$ cat config.mk
export PLATFORM = sky130hd
export DESIGN_NAME = byte_pwm
export DESIGN_NICKNAME = d
export VERILOG_FILES = /design/src/rtl/bpwm_pkg.sv /design/src/rtl/bpwm_split_reg.sv /design/src/rtl/bpwm_regs.sv /design/src/rtl/bpwm_core.sv /design/src/rtl/bpwm_autooff.sv /design/src/rtl/byte_pwm.sv
export SDC_FILE = /design/constraint.sdc
export NUM_CORES = 1
export LEC_CHECK = 0
export BUFFER_PORTS_ARGS = -buffer_cell sky130_fd_sc_hd__buf_4
export CAP_MARGIN = 20
export CORE_ASPECT_RATIO = 0.8
export CORE_MARGIN = 1
export CORE_UTILIZATION = 40
export DETAILED_ROUTE_END_ITERATION = 8
export PLACE_DENSITY = 0.63
export SYNTH_ARGS = -nofsm -noshare
export SYNTH_HDL_FRONTEND = slang
export SYNTH_SLANG_ARGS = --single-unit
$ cat constraint.sdc
create_clock -name clk_i -period 7.5 [get_ports clk_i]
set_clock_uncertainty 0.15 [all_clocks]
set_input_delay 0.75 -clock clk_i [delete_from_list [all_inputs] [get_ports clk_i]]
set_output_delay 0.75 -clock clk_i [all_outputs]
set_load 0.02 [all_outputs]
$ cat src/rtl/bpwm_pkg.sv
package bpwm_pkg;
  localparam int BYTE_W = 8;
  localparam int VAL_W  = 2 * BYTE_W;
  localparam int ADDR_W = 8;

  localparam logic [ADDR_W-1:0] A_AOFF_HI = 8'hA1;
  localparam logic [ADDR_W-1:0] A_AOFF_LO = 8'hA2;
  localparam logic [ADDR_W-1:0] A_EN      = 8'hA3;
  localparam logic [ADDR_W-1:0] A_PER_LO  = 8'hA4;
  localparam logic [ADDR_W-1:0] A_PER_HI  = 8'hA5;
  localparam logic [ADDR_W-1:0] A_DUTY_LO = 8'hA6;
  localparam logic [ADDR_W-1:0] A_DUTY_HI = 8'hA7;

  localparam logic [VAL_W-1:0] AOFF_NEVER = '1;

  typedef enum logic [2:0] {
    SEL_NONE, SEL_AOFF_HI, SEL_AOFF_LO, SEL_EN,
    SEL_PER_LO, SEL_PER_HI, SEL_DUTY_LO, SEL_DUTY_HI
  } reg_sel_e;

  function automatic reg_sel_e decode_addr(input logic [ADDR_W-1:0] a);
    case (a)
      A_AOFF_HI: return SEL_AOFF_HI;
      A_AOFF_LO: return SEL_AOFF_LO;
      A_EN:      return SEL_EN;
      A_PER_LO:  return SEL_PER_LO;
      A_PER_HI:  return SEL_PER_HI;
      A_DUTY_LO: return SEL_DUTY_LO;
      A_DUTY_HI: return SEL_DUTY_HI;
      default:   return SEL_NONE;
    endcase
  endfunction
endpackage

$ cat src/rtl/bpwm_split_reg.sv
module bpwm_split_reg
  import bpwm_pkg::*;
(
  input  logic             clk_i,
  input  logic             rst_ni,
  input  logic             hi_we_i,
  input  logic             lo_we_i,
  input  logic [BYTE_W-1:0] data_i,
  output logic [VAL_W-1:0]  val_o
);
  logic [BYTE_W-1:0] stage_q;

  always_ff @(posedge clk_i or negedge rst_ni) begin
    if (!rst_ni) begin
      stage_q <= '0;
      val_o   <= '0;
    end else begin
      if (hi_we_i) stage_q <= data_i;
      if (lo_we_i) val_o   <= {stage_q, data_i};
    end
  end


  commit_val_chk: assert property (@(posedge clk_i) disable iff (!rst_ni)
    lo_we_i |=> val_o == {$past(stage_q), $past(data_i)});


  stage_only_chk: assert property (@(posedge clk_i) disable iff (!rst_ni)
    (hi_we_i && !lo_we_i) |=> $stable(val_o));
endmodule

$ cat src/rtl/bpwm_regs.sv
module bpwm_regs
  import bpwm_pkg::*;
(
  input  logic              clk_i,
  input  logic              rst_ni,
  input  logic              wr_en_i,
  input  logic [ADDR_W-1:0] wr_addr_i,
  input  logic [BYTE_W-1:0] wr_data_i,
  input  logic              expire_i,
  output logic [VAL_W-1:0]  period_o,
  output logic [VAL_W-1:0]  duty_o,
  output logic [VAL_W-1:0]  aoff_o,
  output logic [VAL_W-1:0]  aoff_next_o,
  output logic              en_o,
  output logic              reload_o
);
  localparam int N_SPLIT = 2;  // 0: period, 1: duty

  reg_sel_e sel;
  assign sel = wr_en_i ? decode_addr(wr_addr_i) : SEL_NONE;

  logic [N_SPLIT-1:0] hi_we, lo_we;
  logic [VAL_W-1:0]   split_val [N_SPLIT];

  assign hi_we = {sel == SEL_DUTY_HI, sel == SEL_PER_HI};
  assign lo_we = {sel == SEL_DUTY_LO, sel == SEL_PER_LO};

  for (genvar g = 0; g < N_SPLIT; g++) begin : g_split
    bpwm_split_reg u_split (
      .clk_i   (clk_i),
      .rst_ni  (rst_ni),
      .hi_we_i (hi_we[g]),
      .lo_we_i (lo_we[g]),
      .data_i  (wr_data_i),
      .val_o   (split_val[g])
    );
  end

  assign period_o = split_val[0];
  assign duty_o   = split_val[1];

  // auto-off bytes land directly, no staging
  always_comb begin
    aoff_next_o = aoff_o;
    if (sel == SEL_AOFF_HI) aoff_next_o[VAL_W-1:BYTE_W] = wr_data_i;
    if (sel == SEL_AOFF_LO) aoff_next_o[BYTE_W-1:0]     = wr_data_i;
  end

  assign reload_o = (sel == SEL_AOFF_HI) || (sel == SEL_AOFF_LO) || (sel == SEL_EN);

  always_ff @(posedge clk_i or negedge rst_ni) begin
    if (!rst_ni) begin
      aoff_o <= '0;
      en_o   <= 1'b0;
    end else begin
      aoff_o <= aoff_next_o;
      if (sel == SEL_EN) en_o <= wr_data_i[0];
      else if (expire_i) en_o <= 1'b0;
    end
  end


  unmapped_ignored_chk: assert property (@(posedge clk_i) disable iff (!rst_ni)
    (wr_en_i && decode_addr(wr_addr_i) == SEL_NONE)
      |=> ($stable(period_o) && $stable(duty_o) && $stable(aoff_o)));


  en_write_chk: assert property (@(posedge clk_i) disable iff (!rst_ni)
    (wr_en_i && wr_addr_i == A_EN) |=> en_o == $past(wr_data_i[0]));
endmodule

$ cat src/rtl/bpwm_core.sv
module bpwm_core
  import bpwm_pkg::*;
(
  input  logic             clk_i,
  input  logic             rst_ni,
  input  logic             tick_i,
  input  logic             en_i,
  input  logic [VAL_W-1:0] period_i,
  input  logic [VAL_W-1:0] duty_i,
  output logic             pwm_o
);
  logic [VAL_W-1:0] cnt_q;
  logic             at_wrap;

  // >= so a shrunken period wraps on the next tick
  assign at_wrap = cnt_q >= (period_i - VAL_W'(1));

  always_ff @(posedge clk_i or negedge rst_ni) begin
    if (!rst_ni) begin
      cnt_q <= '0;
    end else if (!en_i || period_i == '0) begin
      cnt_q <= '0;
    end else if (tick_i) begin
      cnt_q <= at_wrap ? '0 : cnt_q + VAL_W'(1);
    end
  end

  assign pwm_o = en_i && (period_i != '0) && (cnt_q < duty_i);


  zero_period_hold_chk: assert property (@(posedge clk_i) disable iff (!rst_ni)
    (period_i == '0) |=> cnt_q == '0);


  counter_wrap_chk: assert property (@(posedge clk_i) disable iff (!rst_ni)
    (en_i && period_i != '0 && tick_i && cnt_q >= period_i - VAL_W'(1))
      |=> cnt_q == '0);
endmodule

$ cat src/rtl/bpwm_autooff.sv
module bpwm_autooff
  import bpwm_pkg::*;
#(
  parameter int TICKS_PER_MS = 8000
) (
  input  logic             clk_i,
  input  logic             rst_ni,
  input  logic             tick_i,
  input  logic             en_i,
  input  logic [VAL_W-1:0] aoff_i,
  input  logic [VAL_W-1:0] aoff_next_i,
  input  logic             reload_i,
  output logic             expire_o
);
  localparam int PRE_W = (TICKS_PER_MS > 1) ? $clog2(TICKS_PER_MS) : 1;
  localparam logic [PRE_W-1:0] PRE_LAST = PRE_W'(TICKS_PER_MS - 1);

  logic [PRE_W-1:0] pre_q;
  logic [VAL_W-1:0] rem_q;
  logic             run, ms_strobe;

  assign run       = en_i && (aoff_i != AOFF_NEVER) && !reload_i;
  assign ms_strobe = run && tick_i && (pre_q == PRE_LAST);
  assign expire_o  = ms_strobe && (rem_q == '0);

  always_ff @(posedge clk_i or negedge rst_ni) begin
    if (!rst_ni) begin
      pre_q <= '0;
      rem_q <= '0;
    end else if (reload_i) begin
      pre_q <= '0;
      rem_q <= aoff_next_i;
    end else if (run && tick_i) begin
      if (pre_q == PRE_LAST) begin
        pre_q <= '0;
        if (rem_q != '0) rem_q <= rem_q - VAL_W'(1);
      end else begin
        pre_q <= pre_q + PRE_W'(1);
      end
    end
  end
endmodule

$ cat src/rtl/byte_pwm.sv
module byte_pwm
  import bpwm_pkg::*;
#(
  parameter int TICKS_PER_MS = 8000
) (
  input  logic       clk_i,
  input  logic       rst_ni,
  input  logic       tick_i,
  input  logic       wr_en_i,
  input  logic [7:0] wr_addr_i,
  input  logic [7:0] wr_data_i,
  output logic       pwm_o
);
  logic [VAL_W-1:0] period, duty, aoff, aoff_next;
  logic             en, reload, expire;

  bpwm_regs u_regs (
    .clk_i       (clk_i),
    .rst_ni      (rst_ni),
    .wr_en_i     (wr_en_i),
    .wr_addr_i   (wr_addr_i),
    .wr_data_i   (wr_data_i),
    .expire_i    (expire),
    .period_o    (period),
    .duty_o      (duty),
    .aoff_o      (aoff),
    .aoff_next_o (aoff_next),
    .en_o        (en),
    .reload_o    (reload)
  );

  bpwm_autooff #(.TICKS_PER_MS(TICKS_PER_MS)) u_autooff (
    .clk_i       (clk_i),
    .rst_ni      (rst_ni),
    .tick_i      (tick_i),
    .en_i        (en),
    .aoff_i      (aoff),
    .aoff_next_i (aoff_next),
    .reload_i    (reload),
    .expire_o    (expire)
  );

  bpwm_core u_core (
    .clk_i    (clk_i),
    .rst_ni   (rst_ni),
    .tick_i   (tick_i),
    .en_i     (en),
    .period_i (period),
    .duty_i   (duty),
    .pwm_o    (pwm_o)
  );


  disable_forces_low_chk: assert property (@(posedge clk_i) disable iff (!rst_ni)
    (wr_en_i && wr_addr_i == A_EN && !wr_data_i[0]) |=> !pwm_o);


  never_off_chk: assert property (@(posedge clk_i) disable iff (!rst_ni)
    (en && aoff == AOFF_NEVER && !(wr_en_i && wr_addr_i == A_EN)) |=> en);


  expire_clears_chk: assert property (@(posedge clk_i) disable iff (!rst_ni)
    (expire && !(wr_en_i && wr_addr_i == A_EN)) |=> !en);
endmodule

# Word-level counts from Yosys, hierarchy flattened

Index checks and enable logic that the tools add are counted.

Reductions and logical operators: 22
Add/sub/neg operators: 4
Muxes and demuxes: 16
$lt $le $gt $ge: 2
Equality and inequality tests: 16

Operators by type and width:

| operator              | number |
|---|---|
| $mux 16               | 7 |
| $eq 8x8->1 const B    | 7 |
| $mux 13               | 3 |
| $logic_not 16->1      | 2 |
| $reduce_bool 16->1    | 2 |
| $sub 16x1->16 const B | 2 |
| $pmux 3 s7            | 1 |
| $add 16x1->16 const B | 1 |
| $ge 16x16->1          | 1 |
| $lt 16x16->1          | 1 |
| $mux 8                | 2 |
| $ne 16x16->1 const B  | 1 |
| $add 13x1->13 const B | 1 |
| $eq 13x13->1 const B  | 1 |
| $eq 3x3->1 const B    | 4 |
| $reduce_bool 2->1     | 5 |
| $logic_and 1x1->1     | 7 |
| $eq 3x2->1 const B    | 2 |
| $eq 3x1->1 const B    | 1 |
| $logic_or 1x1->1      | 3 |
| $mux 3                | 1 |
| $reduce_and 3->1      | 1 |
| $logic_not 1->1       | 2 |
| $mux 1                | 2 |

Register bits: 110
Logic and storage cells: 69
Output and inout bits: 1
Input bits: 20

# Depth between registers and ports, before layout

Gate-level depths: netlist of the first run.

Depth in word-level cells: 13
Depth in mapped cells: 14
Depth with buffers taken out: 13

# Cells and area by module

A second synthesis of the first run with hierarchy kept.

Cell total of the unflattened synthesis: 595
Area total of the unflattened synthesis: 6386.1 um^2

By module, submodules not included:

| module         | times used | seq. area each (um^2) | area an instance (um^2) | cells an instance |
|---|---|---|---|---|
| bpwm_core      | 1          | 400.4                 | 1891.8                  | 236 |
| bpwm_split_reg | 2          | 600.6                 | 944.7                   | 51 |
| bpwm_autooff   | 1          | 725.7                 | 1838.0                  | 206 |
| bpwm_regs      | 1          | 425.4                 | 767.0                   | 51 |

# Worst setup path before layout of the first run

Ideal clock, no wire load.

Path kind: register to register
From: reg u_regs.g_split[0].u_split.val_o[0]
To: reg u_core.cnt_q[12]
Cell stages (with the launch flop): 15
Buffers on the path: 1
Period minus slack after synthesis: 3.203 ns
Slack: 4.297 ns
Arrival time: 2.927 ns
Library setup time: 0.126 ns
Required time: 7.224 ns
Cells stage by stage: dfrtp_1 > inv_1 > ha_1 > nor4b_1 > nand2_1 > nor4b_1 > xnor2_1 > ha_1 > nand2_1 > nor2_1 > nand3_1 > o21ai_0 > clkbuf_1 > nor2_1 > a221o_1

Longest elaborated chain between the ends: 5
Elaborated cells between the ends (all ways): 8
Classes of those cells: 1 x add/sub; 1 x order compare; 3 x mux; 3 x reduce/logical

RTL lines:

| what                     | line                 | source |
|---|---|---|
| start: declaration       | bpwm_split_reg.sv:9  | `output logic [VAL_W-1:0] val_o` |
| start signal: assignment | bpwm_split_reg.sv:19 | `if (lo_we_i) val_o <= {stage_q, data_i};` |
| $sub 16x1->16            | bpwm_core.sv:16      | `assign at_wrap = cnt_q >= (period_i - VAL_W'(1));` |
| $ge 16x16->1             | bpwm_core.sv:16      |  |
| $mux 16                  | bpwm_core.sv:24      | `cnt_q <= at_wrap ? '0 : cnt_q + VAL_W'(1);` |
| $mux 16                  | bpwm_core.sv:23      | `end else if (tick_i) begin` |
| $mux 16                  | bpwm_core.sv:21      | `end else if (!en_i \|\| period_i == '0) begin` |
| end signal: assignment   | bpwm_core.sv:24      |  |
| end: declaration         | bpwm_core.sv:12      | `logic [VAL_W-1:0] cnt_q;` |

Parallel ways exist; a longest one is shown, timed or not. The select of a mux whose other input is x is not followed.
A chain may end at the register's enable or synchronous reset.

# Final worst setup path of the first run

From: reg u_regs.g_split[0].u_split.val_o[0]
To: reg u_core.cnt_q[0]

The elaborated chain is that of the path after synthesis.

==> results by group, run 1 <==
Outcome
  – Status: finished with violations
  – Failing checks: DRC

Yosys
  – Sequential area share after synthesis: 46.13%
  – Post-synth top flop: dfrtp_1
  – Yosys warns: 0
  – Main combinational cell family by area after synthesis: simple AND/OR/NAND/NOR gates
  – EDFF count, synth: 0
  – Post-synthesis adder-cell area fraction: 7.339%
  – Area of the mapped netlist: 5967 um^2
  – Syn_nets: 619
  – FFs w/ async S/R, synth: 100.0%
  – Cells after Synth: 564
  – Synth Register Bits: 110
  – Post-synthesis cell type count: 50
  – Simple-gate area share of the yosys netlist: 16.69%
  – Avg Cell Area, Syn: 10.58 um^2
  – Mux cell area share after synthesis: 12.08%
  – Synth Area in XOR/XNOR: 5.137%
  – Post-synthesis compound-gate area fraction: 9.939%

Layout
  – Final nets: 639
  – Commonest non-fill, non-tap cell in the layout: dfrtp_1
  – Antenna Cells: 0
  – Layout Area Growth over Synthesis: 10.82%
  – Multi-input combinational cell area: 3063 um^2
  – FILL cells: 1331
  – Commonest cells after routing, fill and taps aside: dfrtp_1 (110), mux2_2 (64), nand2_1 (51), o21ai_0 (49), nor2_1 (38)
  – Core Util, Final: 45.78%
  – Layout cells sized above 1: 19.22%
  – Seq. cell area: 2753 um^2
  – Post-route design area: 6613 um^2

Global routing
  – Initial antenna violation count: 0
  – Tot GR Track Use: 18.56%
  – Vias in the first global route: 4392
  – Largest net degree at the start of global routing: 84
  – Global-route wire length before repair: 22270 um
  – GR Overflow Total: 0

Pwr
  – Pwr Density: 182.7 nW/um^2
  – VDD IR max: 0.1282 mV
  – Leak pwr: 3.176 nW

Critical path
  – Crit-path max FO: 12
  – Data required time of the worst path: 7.64 ns
  – CP delay by family, top: simple AND/OR/NAND/NOR gates
  – Crit-path max cell delay: 0.48 ns
  – FF-to-FF path depth: 14
  – Worst Setup End Kind: register
  – R2R Path End: u_core.cnt_q[0]$_DFFE_PN0P_
  – Worst path arrival time: 3.91 ns
  – Crit Reg-Reg Startpoint: u_regs.g_split[0].u_split.val_o[0]$_DFFE_PN0N_
  – Crit-path slowest cell: nor2_1
  – R2r setup slk: 3.74 ns
  – Setup crit start kind: register
  – WP buf/inv: 2
  – Crit path cell chain: inv_1 -> ha_1 -> nor4b_1 -> nand2_1 -> or3_1 -> xor2_1 -> ha_1 -> nand2_1 -> o21ai_0 -> a211oi_1 -> o21ai_0 -> buf_4 -> nor2_1 -> mux2_2
  – Crit Path Class: reg2reg

Routing
  – Vias: 4303
  – Drt wl/cell: 17.01 um
  – DRC viols: 2
  – Vias per inst: 5.574
  – DR iter-0 viols: 311
  – DRT Pass-1 Iters: 6
  – Wirelength, routed: 13130 um
  – Antenna Nets Post-Route: 0

Clocking
  – Clock slew at reported path FFs: 0.07 ns
  – Hold_buf cts: 0
  – # clock sinks: 110
  – Post-CTS setup buffers: 0
  – Resize count post-CTS: 0
  – CTS tree: done
  – CTS H-tree depth: 3
  – Clk_lat worst skew: 0.35 ns
  – Clock Tree Buf Depth: 2
  – Clock root buffer: clkbuf_16
  – TritonCTS Buffers: 9

Min path
  – Worst hold path type: in2async

Die
  – I/O pin count: 21
  – CORE AREA: 14440 um^2
  – FP Rows: 39
  – Die Wd: 138.6 um
  – Die area: 15410 um^2
  – Die Span Y: 111.2 um
  – Initial Util: 41.31%

Job
  – Max-cap violations: 0

Timing
  – Final setup margin: 3.738 ns
  – Fin crit period: 3.762 ns
  – Fin. max-slew vios: 0
  – WHS: 0.1610 ns
  – Sum Neg Setup Slack: 0 ns
  – Setup Viol. Count Final: 0
  – Fmax: 265.8 MHz
  – Worst slew pin tran: 0.9652 ns
  – Fin. Hold Viols: 0
  – RSZ-0062 raised after global routing: no
  – Slew HR: 35.37%
  – Period utilization: 50.16%

Place
  – GPL Wtd Cong: 0.8084
  – IO Port Bufs: 20
  – Area after DPL: 6312 um^2
  – Setup WS pre-CTS: 3.730 ns
  – Final HPWL DP: 9510 um
[routing by layer]
metal	GRT usage (%)	wire length (um)
met5	0	0
met4	6.742	224
met3	3.758	439
met2	28.39	5873
met1	25.99	6591
[power breakdown]
group	switching, mW	internal [mW]
Sequential	0.0131	0.611
Combinational	0.0805	0.0579
Clock	0.212	0.233
Total	0.306	0.902
[worst max path at each step]
stage / startpoint / to / depth (start not counted)
floorplan: u_regs.g_split[0].u_split.val_o[0]$_DFFE_PN0N_ / u_core.cnt_q[12]$_DFFE_PN0P_ / 14
global placement: u_regs.g_split[0].u_split.val_o[0]$_DFFE_PN0N_ / u_core.cnt_q[0]$_DFFE_PN0P_ / 14
detailed placement: u_regs.g_split[0].u_split.val_o[0]$_DFFE_PN0N_ / u_core.cnt_q[0]$_DFFE_PN0P_ / 14
CTS: u_regs.g_split[0].u_split.val_o[0]$_DFFE_PN0N_ / u_core.cnt_q[0]$_DFFE_PN0P_ / 14
global route: u_regs.g_split[0].u_split.val_o[0]$_DFFE_PN0N_ / u_core.cnt_q[0]$_DFFE_PN0P_ / 14
finish: u_regs.g_split[0].u_split.val_o[0]$_DFFE_PN0N_ / u_core.cnt_q[0]$_DFFE_PN0P_ / 14
[layout make-up]
cell class	count	area share, %
clock buffer	12	3.728
timing repair buffer	25	3.103
clock inverter	3	0.3217
tap	184	3.482
sequential	110	41.63
inverter	25	1.419
multi-input combinational	413	46.32
[cells by family (layout without fill, tap and decap cells)]
kind of cell	count (synthesis)	count (layout)
multiplexers	64	64
AND/OR/NAND/NOR	185	185
buffers and inverters	41	65
XOR/XNOR	35	35
AO/OA/AOI/OAI	94	94
flip-flops	110	110
adder cells (fa/ha/maj)	35	35
[worst register-to-register path: cells and delay by family, from the launching register on]
family | cells | cell delay [ns]
simple gates | 5 | 1.51
xor+xnor | 1 | 0.16
buf+inv | 2 | 0.27
flops | 1 | 0.40
fa+ha+maj | 2 | 0.49
mux | 1 | 0.27
compound gates | 3 | 0.46
[registers in the layout, summed over array words and instances (netlist names)]
register	cells
u_autooff.rem_q	16
u_regs.g_split.u_split.val_o	32
u_regs.aoff_o	16
u_core.cnt_q	16
u_regs.en_o	1
u_autooff.pre_q	13
u_regs.g_split.u_split.stage_q	16
[Yosys cell counts (all sizes together) (2+ instances only)]
cell / n / area share [%]
a211oi: 2 / 0.25
a21o: 7 / 0.88
a21oi: 14 / 1.2
a221o: 2 / 0.34
a22o: 7 / 1.0
and2: 2 / 0.21
and3: 11 / 1.2
buf: 3 / 0.29
clkbuf: 13 / 0.82
dfrtp: 110 / 46
ha: 35 / 7.3
inv: 25 / 1.6
mux2: 64 / 12
nand2: 51 / 3.2
nand2b: 3 / 0.31
nand3: 7 / 0.59
nand3b: 3 / 0.38
nand4: 15 / 1.6
nor2: 38 / 2.4
nor2b: 7 / 0.73
nor3: 16 / 1.4
nor3b: 4 / 0.88
nor4: 8 / 1.1
nor4b: 6 / 0.99
o211ai: 2 / 0.25
o21ai: 49 / 4.1
o31ai: 3 / 0.38
or3: 7 / 0.75
or3b: 3 / 0.44
or4: 2 / 0.31
xnor2: 19 / 2.8
xor2: 16 / 2.3
[stage by stage]
step                      std cells  power (mW)
final                           772       1.208
after global routing            772       1.266
after CTS                       770       1.217
after detailed placement        755      0.7726
after global placement          755      0.7661
after floorplan                 564      0.7220
Note: power is estimated with default switching activity, not from simulation.
==> run 2: changes to the inputs <==
--- a/config.mk
+++ b/config.mk
@@ -11,7 +11,7 @@
 export CORE_MARGIN = 1
 export CORE_UTILIZATION = 40
 export DETAILED_ROUTE_END_ITERATION = 8
-export PLACE_DENSITY = 0.63
+export PLACE_DENSITY = 0.65
 export SYNTH_ARGS = -nofsm -noshare
 export SYNTH_HDL_FRONTEND = slang
 export SYNTH_SLANG_ARGS = --single-unit
==> constraint.sdc (replaced) <==
create_clock -name clk_i -period 3.16 [get_ports clk_i]
set_clock_uncertainty 0.15 [all_clocks]
set_input_delay 0.316 -clock clk_i [delete_from_list [all_inputs] [get_ports clk_i]]
set_output_delay 0.316 -clock clk_i [all_outputs]
set_load 0.02 [all_outputs]
==> run 2 against run 1 <==
Compared with the run above: the flow now finishes without violations; sequential cell count did not move; clock-buffer cell count is 2 lower; largest cell class unchanged; first-iteration DRC count decreased by 12%.
==> results by group, run 2 (synthesis gave the netlist of run 1 again) <==
Outcome
  – Status: complete, no violations (was finished with violations)

Clocking
  – TritonCTS Buffers: 9 (unchanged)
  – Clk_lat worst skew: 0.35 ns (about the same)
  – CTS tree: done (unchanged)
  – Clock root buffer: clkbuf_16 (unchanged)
  – # clock sinks: 110 (unchanged)
  – Clock slew at reported path FFs: 0.07 ns (about the same)
  – CTS H-tree depth: 3 (unchanged)
  – Clock Tree Buf Depth: 2 (unchanged)

Timing
  – Fin. Hold Viols: 0 (unchanged)
  – WHS: 0.08030 ns (was 0.1610 ns)
  – Slew HR: 51.91% (was 35.37%)
  – RSZ-0062 raised after global routing: yes (was no)
  – Worst slew pin tran: 0.7197 ns (was 0.9652 ns)
  – Fmax: 317.1 MHz (was 265.8 MHz)
  – Period utilization: 99.80% (was 50.16%)
  – Fin. max-slew vios: 0 (unchanged)
  – Final setup margin: 0.006377 ns (was 3.738 ns)
  – Fin crit period: 3.154 ns (was 3.762 ns)
  – Setup Viol. Count Final: 0 (unchanged)

Layout
  – Most flops, register: u_regs.g_split.u_split.val_o (unchanged)
  – Largest register FFs: 32 (unchanged)
  – Seq. cell area: 2753 um^2 (unchanged)
  – Antenna Cells: 0 (unchanged)
  – Commonest cells after routing, fill and taps aside: dfrtp_1 (110), mux2_2 (64), nand2_1 (50), o21ai_0 (43), buf_4 (41) (was dfrtp_1 (110), mux2_2 (64), nand2_1 (51), o21ai_0 (49), nor2_1 (38))
  – Core Util, Final: 47.70% (was 45.78%)
  – Layout cells sized above 1: 23.60% (was 19.22%)
  – Layout Area Growth over Synthesis: 15.45% (was 10.82%)
  – FILL cells: 1298 (was 1331)
  – Post-route design area: 6889 um^2 (was 6613 um^2)
  – Commonest non-fill, non-tap cell in the layout: dfrtp_1 (unchanged)
  – Multi-input combinational cell area: 3136 um^2 (was 3063 um^2)
  – Final nets: 659 (was 639)

Routing
  – DR iter-0 viols: 274 (was 311)
  – Vias per inst: 5.541 (was 5.574)
  – Wirelength, routed: 14140 um (was 13130 um)
  – Vias: 4377 (was 4303)
  – DRT Pass-1 Iters: 5 (was 6)
  – Antenna Nets Post-Route: 0 (unchanged)
  – DRC viols: 0 (was 2)
  – Drt wl/cell: 17.90 um (was 17.01 um)

Die
  – Initial Util: 41.31% (unchanged)
  – CORE AREA: 14440 um^2 (unchanged)
  – I/O pin count: 21 (unchanged)
  – Die Wd: 138.6 um (unchanged)
  – FP Rows: 39 (unchanged)
  – Die Span Y: 111.2 um (unchanged)
  – Die area: 15410 um^2 (unchanged)

Critical path
  – Worst Setup End Kind: register (unchanged)
  – Crit-path slowest cell: or3_4 (was nor2_1)
  – Crit-path max cell delay: 0.41 ns (was 0.48 ns)
  – FF-to-FF path depth: 15 (was 14)
  – Crit path depth: 15 (was 14)
  – Crit Path Class: reg2reg (unchanged)
  – Worst path arrival time: 3.29 ns (was 3.91 ns)
  – Critical Path Most Common Cell: nor2_2
  – Setup crit start kind: register (unchanged)
  – Crit Reg-Reg Startpoint: u_regs.g_split[0].u_split.val_o[3]$_DFFE_PN0N_ (was u_regs.g_split[0].u_split.val_o[0]$_DFFE_PN0N_)
  – CP delay by family, top: simple AND/OR/NAND/NOR gates (unchanged)
  – R2r setup slk: 0.006 ns (was 3.74 ns)
  – Crit-path max FO: 11 (was 12)
  – WP buf/inv: 2 (unchanged)
  – R2R Path End: u_core.cnt_q[6]$_DFFE_PN0P_ (was u_core.cnt_q[0]$_DFFE_PN0P_)
  – Data required time of the worst path: 3.30 ns (was 7.64 ns)
  – Crit path cell chain: or3_4 -> nor3_4 -> nand3b_1 -> nor2_2 -> nand2_1 -> xor2_1 -> ha_1 -> nand2_2 -> nor2_2 -> buf_4 -> a211oi_2 -> o21ai_2 -> buf_6 -> nor4b_4 -> a21o_1 (was inv_1 -> ha_1 -> nor4b_1 -> nand2_1 -> or3_1 -> xor2_1 -> ha_1 -> nand2_1 -> o21ai_0 -> a211oi_1 -> o21ai_0 -> buf_4 -> nor2_1 -> mux2_2)

Pwr
  – Pwr Density: 446.0 nW/um^2 (was 182.7 nW/um^2)
  – Leak pwr: 3.321 nW (was 3.176 nW)
  – VDD IR max: 0.2530 mV (was 0.1282 mV)

Job
  – Max-cap violations: 0 (unchanged)

Place
  – Setup WS pre-CTS: -0.1960 ns (was 3.730 ns)
  – IO Port Bufs: 20 (unchanged)
  – GPL Wtd Cong: 0.8394 (was 0.8084)
  – Final HPWL DP: 10100 um (was 9510 um)
  – Area after DPL: 6487 um^2 (was 6312 um^2)

Global routing
  – Global-route wire length before repair: 22980 um (was 22270 um)
  – Initial antenna violation count: 0 (unchanged)
  – Tot GR Track Use: 19.23% (was 18.56%)
  – Vias in the first global route: 4433 (was 4392)
  – GR Overflow Total: 0 (unchanged)
  – Largest net degree at the start of global routing: 64 (was 84)

Min path
  – Hold Crit Endpoint: u_core.cnt_q[1]$_DFFE_PN0P_
  – Hold depth: 2
  – Worst hold path type: in2reg (was in2async)
  – Worst Hold Launch: tick_i
[run 2: cell types whose count changed in the layout (fill, tap and decap cells not counted), moves of 2 or more]
cell       before  now
buf_12          0    2
o21ai_0        49   43
bufinv_16       0    2
nor2_1         38   36
buf_4          23   41
nor2_2          0    2
nor4b_4         1    3
o21ai_1         0    5
nor4b_1         5    2
clkbuf_1        2    0
[run 2: power breakdown]
group / switching [mW] / internal (mW)
combinational: 0.212 / 0.171
clock: 0.500 / 0.706
sequential: 0.0310 / 1.45
[run 2: worst register-to-register path: cells and delay by family, from the launching register on]
kind,cells,cell delay (ns)
flip-flops,1,0.38
adder cells (fa/ha/maj),1,0.32
AO/OA/AOI/OAI,3,0.45
AND/OR/NAND/NOR,8,1.32
XOR/XNOR,1,0.17
buffers and inverters,2,0.28
[run 2: metrics by stage]
| stage | total power, mW | TNS (ns) | std cells |
|---|---|---|---|
| detailed placement | 1.870 | -1.378 | 775 |
| CTS | 3.093 | -0.02903 | 790 |
| global route | 3.204 | -1.363 | 790 |
| finish | 3.072 | 0 | 790 |
| floorplan | 1.714 | 0 | 564 |
| global placement | 1.848 | -0.001153 | 775 |
[run 2: worst max path at each step]
stage                                                               from                           end  slack [ns]
final                     u_regs.g_split[0].u_split.val_o[3]$_DFFE_PN0N_   u_core.cnt_q[6]$_DFFE_PN0P_       0.006
after global routing      u_regs.g_split[0].u_split.val_o[3]$_DFFE_PN0N_  u_core.cnt_q[12]$_DFFE_PN0P_       -0.15
after CTS                 u_regs.g_split[0].u_split.val_o[4]$_DFFE_PN0N_   u_core.cnt_q[6]$_DFFE_PN0P_       -0.02
after detailed placement  u_regs.g_split[0].u_split.val_o[4]$_DFFE_PN0N_   u_core.cnt_q[6]$_DFFE_PN0P_       -0.20
after global placement    u_regs.g_split[0].u_split.val_o[0]$_DFFE_PN0N_  u_core.cnt_q[14]$_DFFE_PN0P_      -0.001
after floorplan           u_regs.g_split[0].u_split.val_o[0]$_DFFE_PN0N_  u_core.cnt_q[12]$_DFFE_PN0P_        0.02
[run 2: timing repair]
item | in CTS | in global routing
hold endpoints to repair | 47 | 0
setup buffers | 1 | 0
hold buffers | 1 | 0
pin swaps | 4 | 8
gates resized for setup | 11 | 10
endpoints found under the setup margin | 11 | 16
[run 2: cell type report]
class,instances,share of cell area (%)
multi-input combinational,413,45.51
clock inverter,3,0.9989
inverter,25,1.362
tap,184,3.342
timing repair buffer,45,5.358
sequential,110,39.96
clock buffer,10,3.469
[run 2: layer usage]
layer  routed length (um)  global-route usage [%]  vias up
met5                    0                       0        -
met3                  461                   3.974       15
met1                 6870                   26.28     2187
met4                  178                   5.768        0
met2                 6633                   30.69       77
li1                     -                       -     2098
==> run 3: changes to the inputs <==
--- a/config.mk
+++ b/config.mk
@@ -11,7 +11,9 @@
 export CORE_MARGIN = 1
 export CORE_UTILIZATION = 40
 export DETAILED_ROUTE_END_ITERATION = 8
-export PLACE_DENSITY = 0.65
+export PLACE_DENSITY = 0.62
+export SKIP_LAST_GASP = 1
 export SYNTH_ARGS = -nofsm -noshare
 export SYNTH_HDL_FRONTEND = slang
+export SYNTH_HIERARCHICAL = 1
 export SYNTH_SLANG_ARGS = --single-unit
==> constraint.sdc (replaced) <==
create_clock -name clk_i -period 3 [get_ports clk_i]
set_clock_uncertainty 0.15 [all_clocks]
set_input_delay 0.3 -clock clk_i [delete_from_list [all_inputs] [get_ports clk_i]]
set_output_delay 0.3 -clock clk_i [all_outputs]
set_load 0.02 [all_outputs]
==> run 3 against run 2 <==
Compared with the run above: the flow now finishes with violations (setup timing); non-clock buffer count is 24 higher; sequential share of layout area down 2.8 points; setup slack lost 0.54 ns; maximum frequency shrank 11%; critical path type unchanged; highest routed layer unchanged.
==> results by group, run 3 <==
Timing
  – Fin crit period: 3.534 ns (was 3.154 ns)
  – Sum Neg Setup Slack: -7.022 ns (was 0 ns)
  – Fmax: 282.9 MHz (was 317.1 MHz)
  – Period utilization: 117.8% (was 99.80%)
  – Setup Viol. Count Final: 16 (was 0)
  – Final setup margin: -0.5345 ns (was 0.006377 ns)
  – Slew HR: 36.77% (was 51.91%)
  – Fin. max-slew vios: 0 (unchanged)
  – RSZ-0062 raised after global routing: yes (unchanged)
  – Worst slew pin tran: 0.9449 ns (was 0.7197 ns)
  – Fin. Hold Viols: 0 (unchanged)

Pwr
  – Seq pwr share: 47.9% (was 48.2%)
  – Power share of the clock group: 37.0% (was 39.3%)
  – Leak pwr: 3.479 nW (was 3.321 nW)
  – VDD IR max: 0.2767 mV (was 0.2530 mV)
  – Logic pwr share: 15.1% (was 12.5%)
  – Switching Power: 888.9 uW (was 743.9 uW)
  – Pwr Density: 458.3 nW/um^2 (was 446.0 nW/um^2)
  – Internal power: 2.504 mW (was 2.328 mW)
  – Switching portion of total power: 26.20% (was 24.21%)

Critical path
  – Crit-path slowest cell: or4b_4 (was or3_4)
  – R2R Path End: u_core/cnt_q[13]$_DFFE_PN0P_ (was u_core.cnt_q[6]$_DFFE_PN0P_)
  – WP buf/inv: 1 (was 2)
  – Worst path arrival time: 3.68 ns (was 3.29 ns)
  – Setup crit start kind: register (unchanged)
  – Crit-path max FO: 5 (was 11)
  – Crit path cell chain: or3_4 -> or4b_4 -> nor4_4 -> xnor2_1 -> ha_1 -> nand4_1 -> nor3_2 -> a31o_2 -> or3b_4 -> buf_4 -> or3_1 -> o21ai_1 (was or3_4 -> nor3_4 -> nand3b_1 -> nor2_2 -> nand2_1 -> xor2_1 -> ha_1 -> nand2_2 -> nor2_2 -> buf_4 -> a211oi_2 -> o21ai_2 -> buf_6 -> nor4b_4 -> a21o_1)
  – Critical path origin: u_regs/g_split[0].u_split/val_o[6]$_DFFE_PN0P_ (was u_regs.g_split[0].u_split.val_o[3]$_DFFE_PN0N_)
  – Worst setup path endpoint: u_core/cnt_q[13]$_DFFE_PN0P_ (was u_core.cnt_q[6]$_DFFE_PN0P_)
  – Crit-path max cell delay: 0.58 ns (was 0.41 ns)
  – Crit Reg-Reg Startpoint: u_regs/g_split[0].u_split/val_o[6]$_DFFE_PN0P_ (was u_regs.g_split[0].u_split.val_o[3]$_DFFE_PN0N_)
  – CP delay by family, top: simple AND/OR/NAND/NOR gates (unchanged)
  – Data required time of the worst path: 3.14 ns (was 3.30 ns)
  – Crit path depth: 12 (was 15)
  – FF-to-FF path depth: 12 (was 15)
  – Worst Setup End Kind: register (unchanged)
  – R2r setup slk: -0.53 ns (was 0.006 ns)
  – Crit Path Class: reg2reg (unchanged)

Clocking
  – Clock root buffer: clkbuf_16 (unchanged)
  – Clock Tree Buf Depth: 2 (unchanged)
  – Clock slew at reported path FFs: 0.08 ns (was 0.07 ns)
  – Clk_lat worst skew: 0.36 ns (was 0.35 ns)
  – # clock sinks: 110 (unchanged)
  – CTS tree: done (unchanged)
  – CTS H-tree depth: 3 (unchanged)
  – TritonCTS Buffers: 9 (unchanged)

Die
  – FP Rows: 40 (was 39)
  – Die area: 16480 um^2 (was 15410 um^2)
  – Die Span Y: 115.0 um (was 111.2 um)
  – CORE AREA: 15310 um^2 (was 14440 um^2)
  – Initial Util: 41.70% (was 41.31%)
  – Die Wd: 143.3 um (was 138.6 um)
  – I/O pin count: 21 (unchanged)

Place
  – Placed cell count: 847 (was 775)
  – IO Port Bufs: 20 (unchanged)
  – Setup WS pre-CTS: -0.5412 ns (was -0.1960 ns)
  – Final HPWL DP: 11120 um (was 10100 um)
  – GPL Wtd Cong: 0.8346 (was 0.8394)

Yosys
  – Post-synth top flop: dfrtp_1 (unchanged)
  – EDFF count, synth: 0 (unchanged)
  – Most frequent cell after synthesis: dfrtp_1 (unchanged)
  – FFs w/ async S/R, synth: 100.0% (unchanged)
  – Synth Register Bits: 110 (unchanged)
  – Post-synth top area cell: dfrtp_1 (unchanged)
  – Sequential area share after synthesis: 43.10% (was 46.13%)
  – Avg Cell Area, Syn: 10.73 um^2 (was 10.58 um^2)
  – Yosys warns: 6 (was 0)
  – Cells after Synth: 595 (was 564)
  – Synth top area share: 43.10% (was 46.13%)
  – Synth top area cells: dfrtp_1 (43%), ha_1 (6.9%), mux2_4 (6.6%) (was dfrtp_1 (46%), mux2_2 (12%), ha_1 (7.3%))
  – Area of the mapped netlist: 6386 um^2 (was 5967 um^2)
  – Most instantiated cells after synthesis: dfrtp_1 (110), nand2_1 (45), mux2_2 (37), ha_1 (35), inv_1 (35) (was dfrtp_1 (110), mux2_2 (64), nand2_1 (51), o21ai_0 (49), nor2_1 (38))
  – Syn_nets: 650 (was 619)
  – Post-synthesis cell type count: 73 (was 50)

Routing
  – Vias: 4925 (was 4377)
  – DRT Pass-1 Iters: 6 (was 5)
  – Antenna Nets Post-Route: 0 (unchanged)
  – Vias per inst: 5.648 (was 5.541)
  – DRC viols: 0 (unchanged)
  – DR iter-0 viols: 420 (was 274)
  – Drt wl/cell: 17.82 um (was 17.90 um)
  – Wirelength, routed: 15540 um (was 14140 um)

Outcome
  – Failing checks: setup timing
  – Status: finished with violations (was complete, no violations)

Global routing
  – Global-route wire length before repair: 25460 um (was 22980 um)
  – Tot GR Track Use: 20.52% (was 19.23%)
  – GR Overflow Total: 0 (unchanged)
  – Vias in the first global route: 4926 (was 4433)
  – Largest net degree at the start of global routing: 86 (was 64)
  – Initial antenna violation count: 0 (unchanged)

Layout
  – Layout Area Growth over Synthesis: 15.95% (was 15.45%)
  – Commonest cells after routing, fill and taps aside: dfrtp_1 (110), buf_4 (64), nand2_1 (45), mux2_2 (37) (was dfrtp_1 (110), mux2_2 (64), nand2_1 (50), o21ai_0 (43), buf_4 (41))
  – Non-Filler Instances: 872 (was 790)
  – Most flops, register: u_regs/g_split.u_split/val_o (was u_regs.g_split.u_split.val_o)
  – FILL cells: 1420 (was 1298)
  – Antenna Cells: 0 (unchanged)
  – Layout cells sized above 1: 27.34% (was 23.60%)
  – Final nets: 712 (was 659)
  – Largest register FFs: 32 (unchanged)
  – Commonest non-fill, non-tap cell in the layout: dfrtp_1 (unchanged)

Min path
  – Hold depth: 2 (unchanged)
  – Worst hold path type: in2reg (unchanged)

Job
  – Max-cap violations: 0 (unchanged)
run 3: worst reg2reg max path, cell delays in order, from the launching register on:
cell	delay, ns
dfrtp_1	0.39
or3_4	0.40
or4b_4	0.58
nor4_4	0.16
xnor2_1	0.14
ha_1	0.26
nand4_1	0.14
nor3_2	0.08
a31o_2	0.21
or3b_4	0.39
buf_4	0.16
or3_1	0.34
o21ai_1	0.07
run 3: cell type report:
class	instances	area (um^2)	area share [%]
Clock buffer	12	256.5	3.464
Clock inverter	4	52.55	0.7097
Inverter	35	131.4	1.774
Multi-Input combinational cell	432	3417	46.15
Sequential cell	110	2753	37.17
Tap cell	210	262.8	3.548
Timing Repair Buffer	69	531.8	7.181
run 3: how the worst min path moves through the flow:
stage	startpoint	to
after CTS	wr_data_i[1]	u_regs/g_split[1].u_split/val_o[1]$_DFFE_PN0P_
after floorplan	rst_ni	u_autooff/pre_q[0]$_DFFE_PN0P_
after global placement	rst_ni	u_autooff/rem_q[13]$_DFFE_PN0P_
final	wr_data_i[1]	u_regs/g_split[1].u_split/val_o[1]$_DFFE_PN0P_
after detailed placement	rst_ni	u_autooff/rem_q[13]$_DFFE_PN0P_
after global routing	wr_data_i[1]	u_regs/g_split[0].u_split/stage_q[1]$_DFFE_PN0P_
run 3: power groups by stage:
stage	sequential [mW]	combinational [mW]	clock, mW
CTS	1.62	0.507	1.29
floorplan	1.64	0.320	0
detailed placement	1.65	0.499	0
global placement	1.65	0.480	0
global route	1.64	0.568	1.34
finish	1.63	0.511	1.26
run 3: per-stage QoR:
step | util, % | area (um^2) | total power, mW | hold WS (ns)
global route | 48.35 | 7405 | 3.550 | 0.1084
CTS | 48.06 | 7361 | 3.419 | 0.09659
floorplan | - | 6426 | 1.956 | -0.1456
finish | 48.35 | 7405 | 3.393 | 0.1118
detailed placement | 45.72 | 7002 | 2.151 | 0.09665
global placement | 45.72 | 7002 | 2.127 | 0.09500
run 3: logic make-up after synthesis:
logic type	count (synthesis)	share of synthesized area (%)
AND/OR/NAND/NOR	206	18.30
AO/OA/AOI/OAI	108	11.60
adder cells (fa/ha/maj)	35	6.857
XOR/XNOR	15	2.057
flip-flops	110	43.10
multiplexers	68	13.58
buffers and inverters	53	4.506
run 3: what timing repair did:
item / 4_1_cts / 5_1_grt
pin swaps: 2 / 2
hold buffers: 1 / 0
setup buffers: 4 / 2
endpoints found under the hold margin: 25 / 0
resized for setup: 3 / 4
endpoints found under the setup margin: 16 / 17
cloned: 0 / 1
run 3: layer usage:
metal	part of all wire, %	vias to the layer above	global-route usage (%)
li1	-	2316	-
met1	49	2462	28.94
met2	45	123	31.90
met3	4.5	24	3.957
met4	1.6	0	6.312
met5	0	-	0
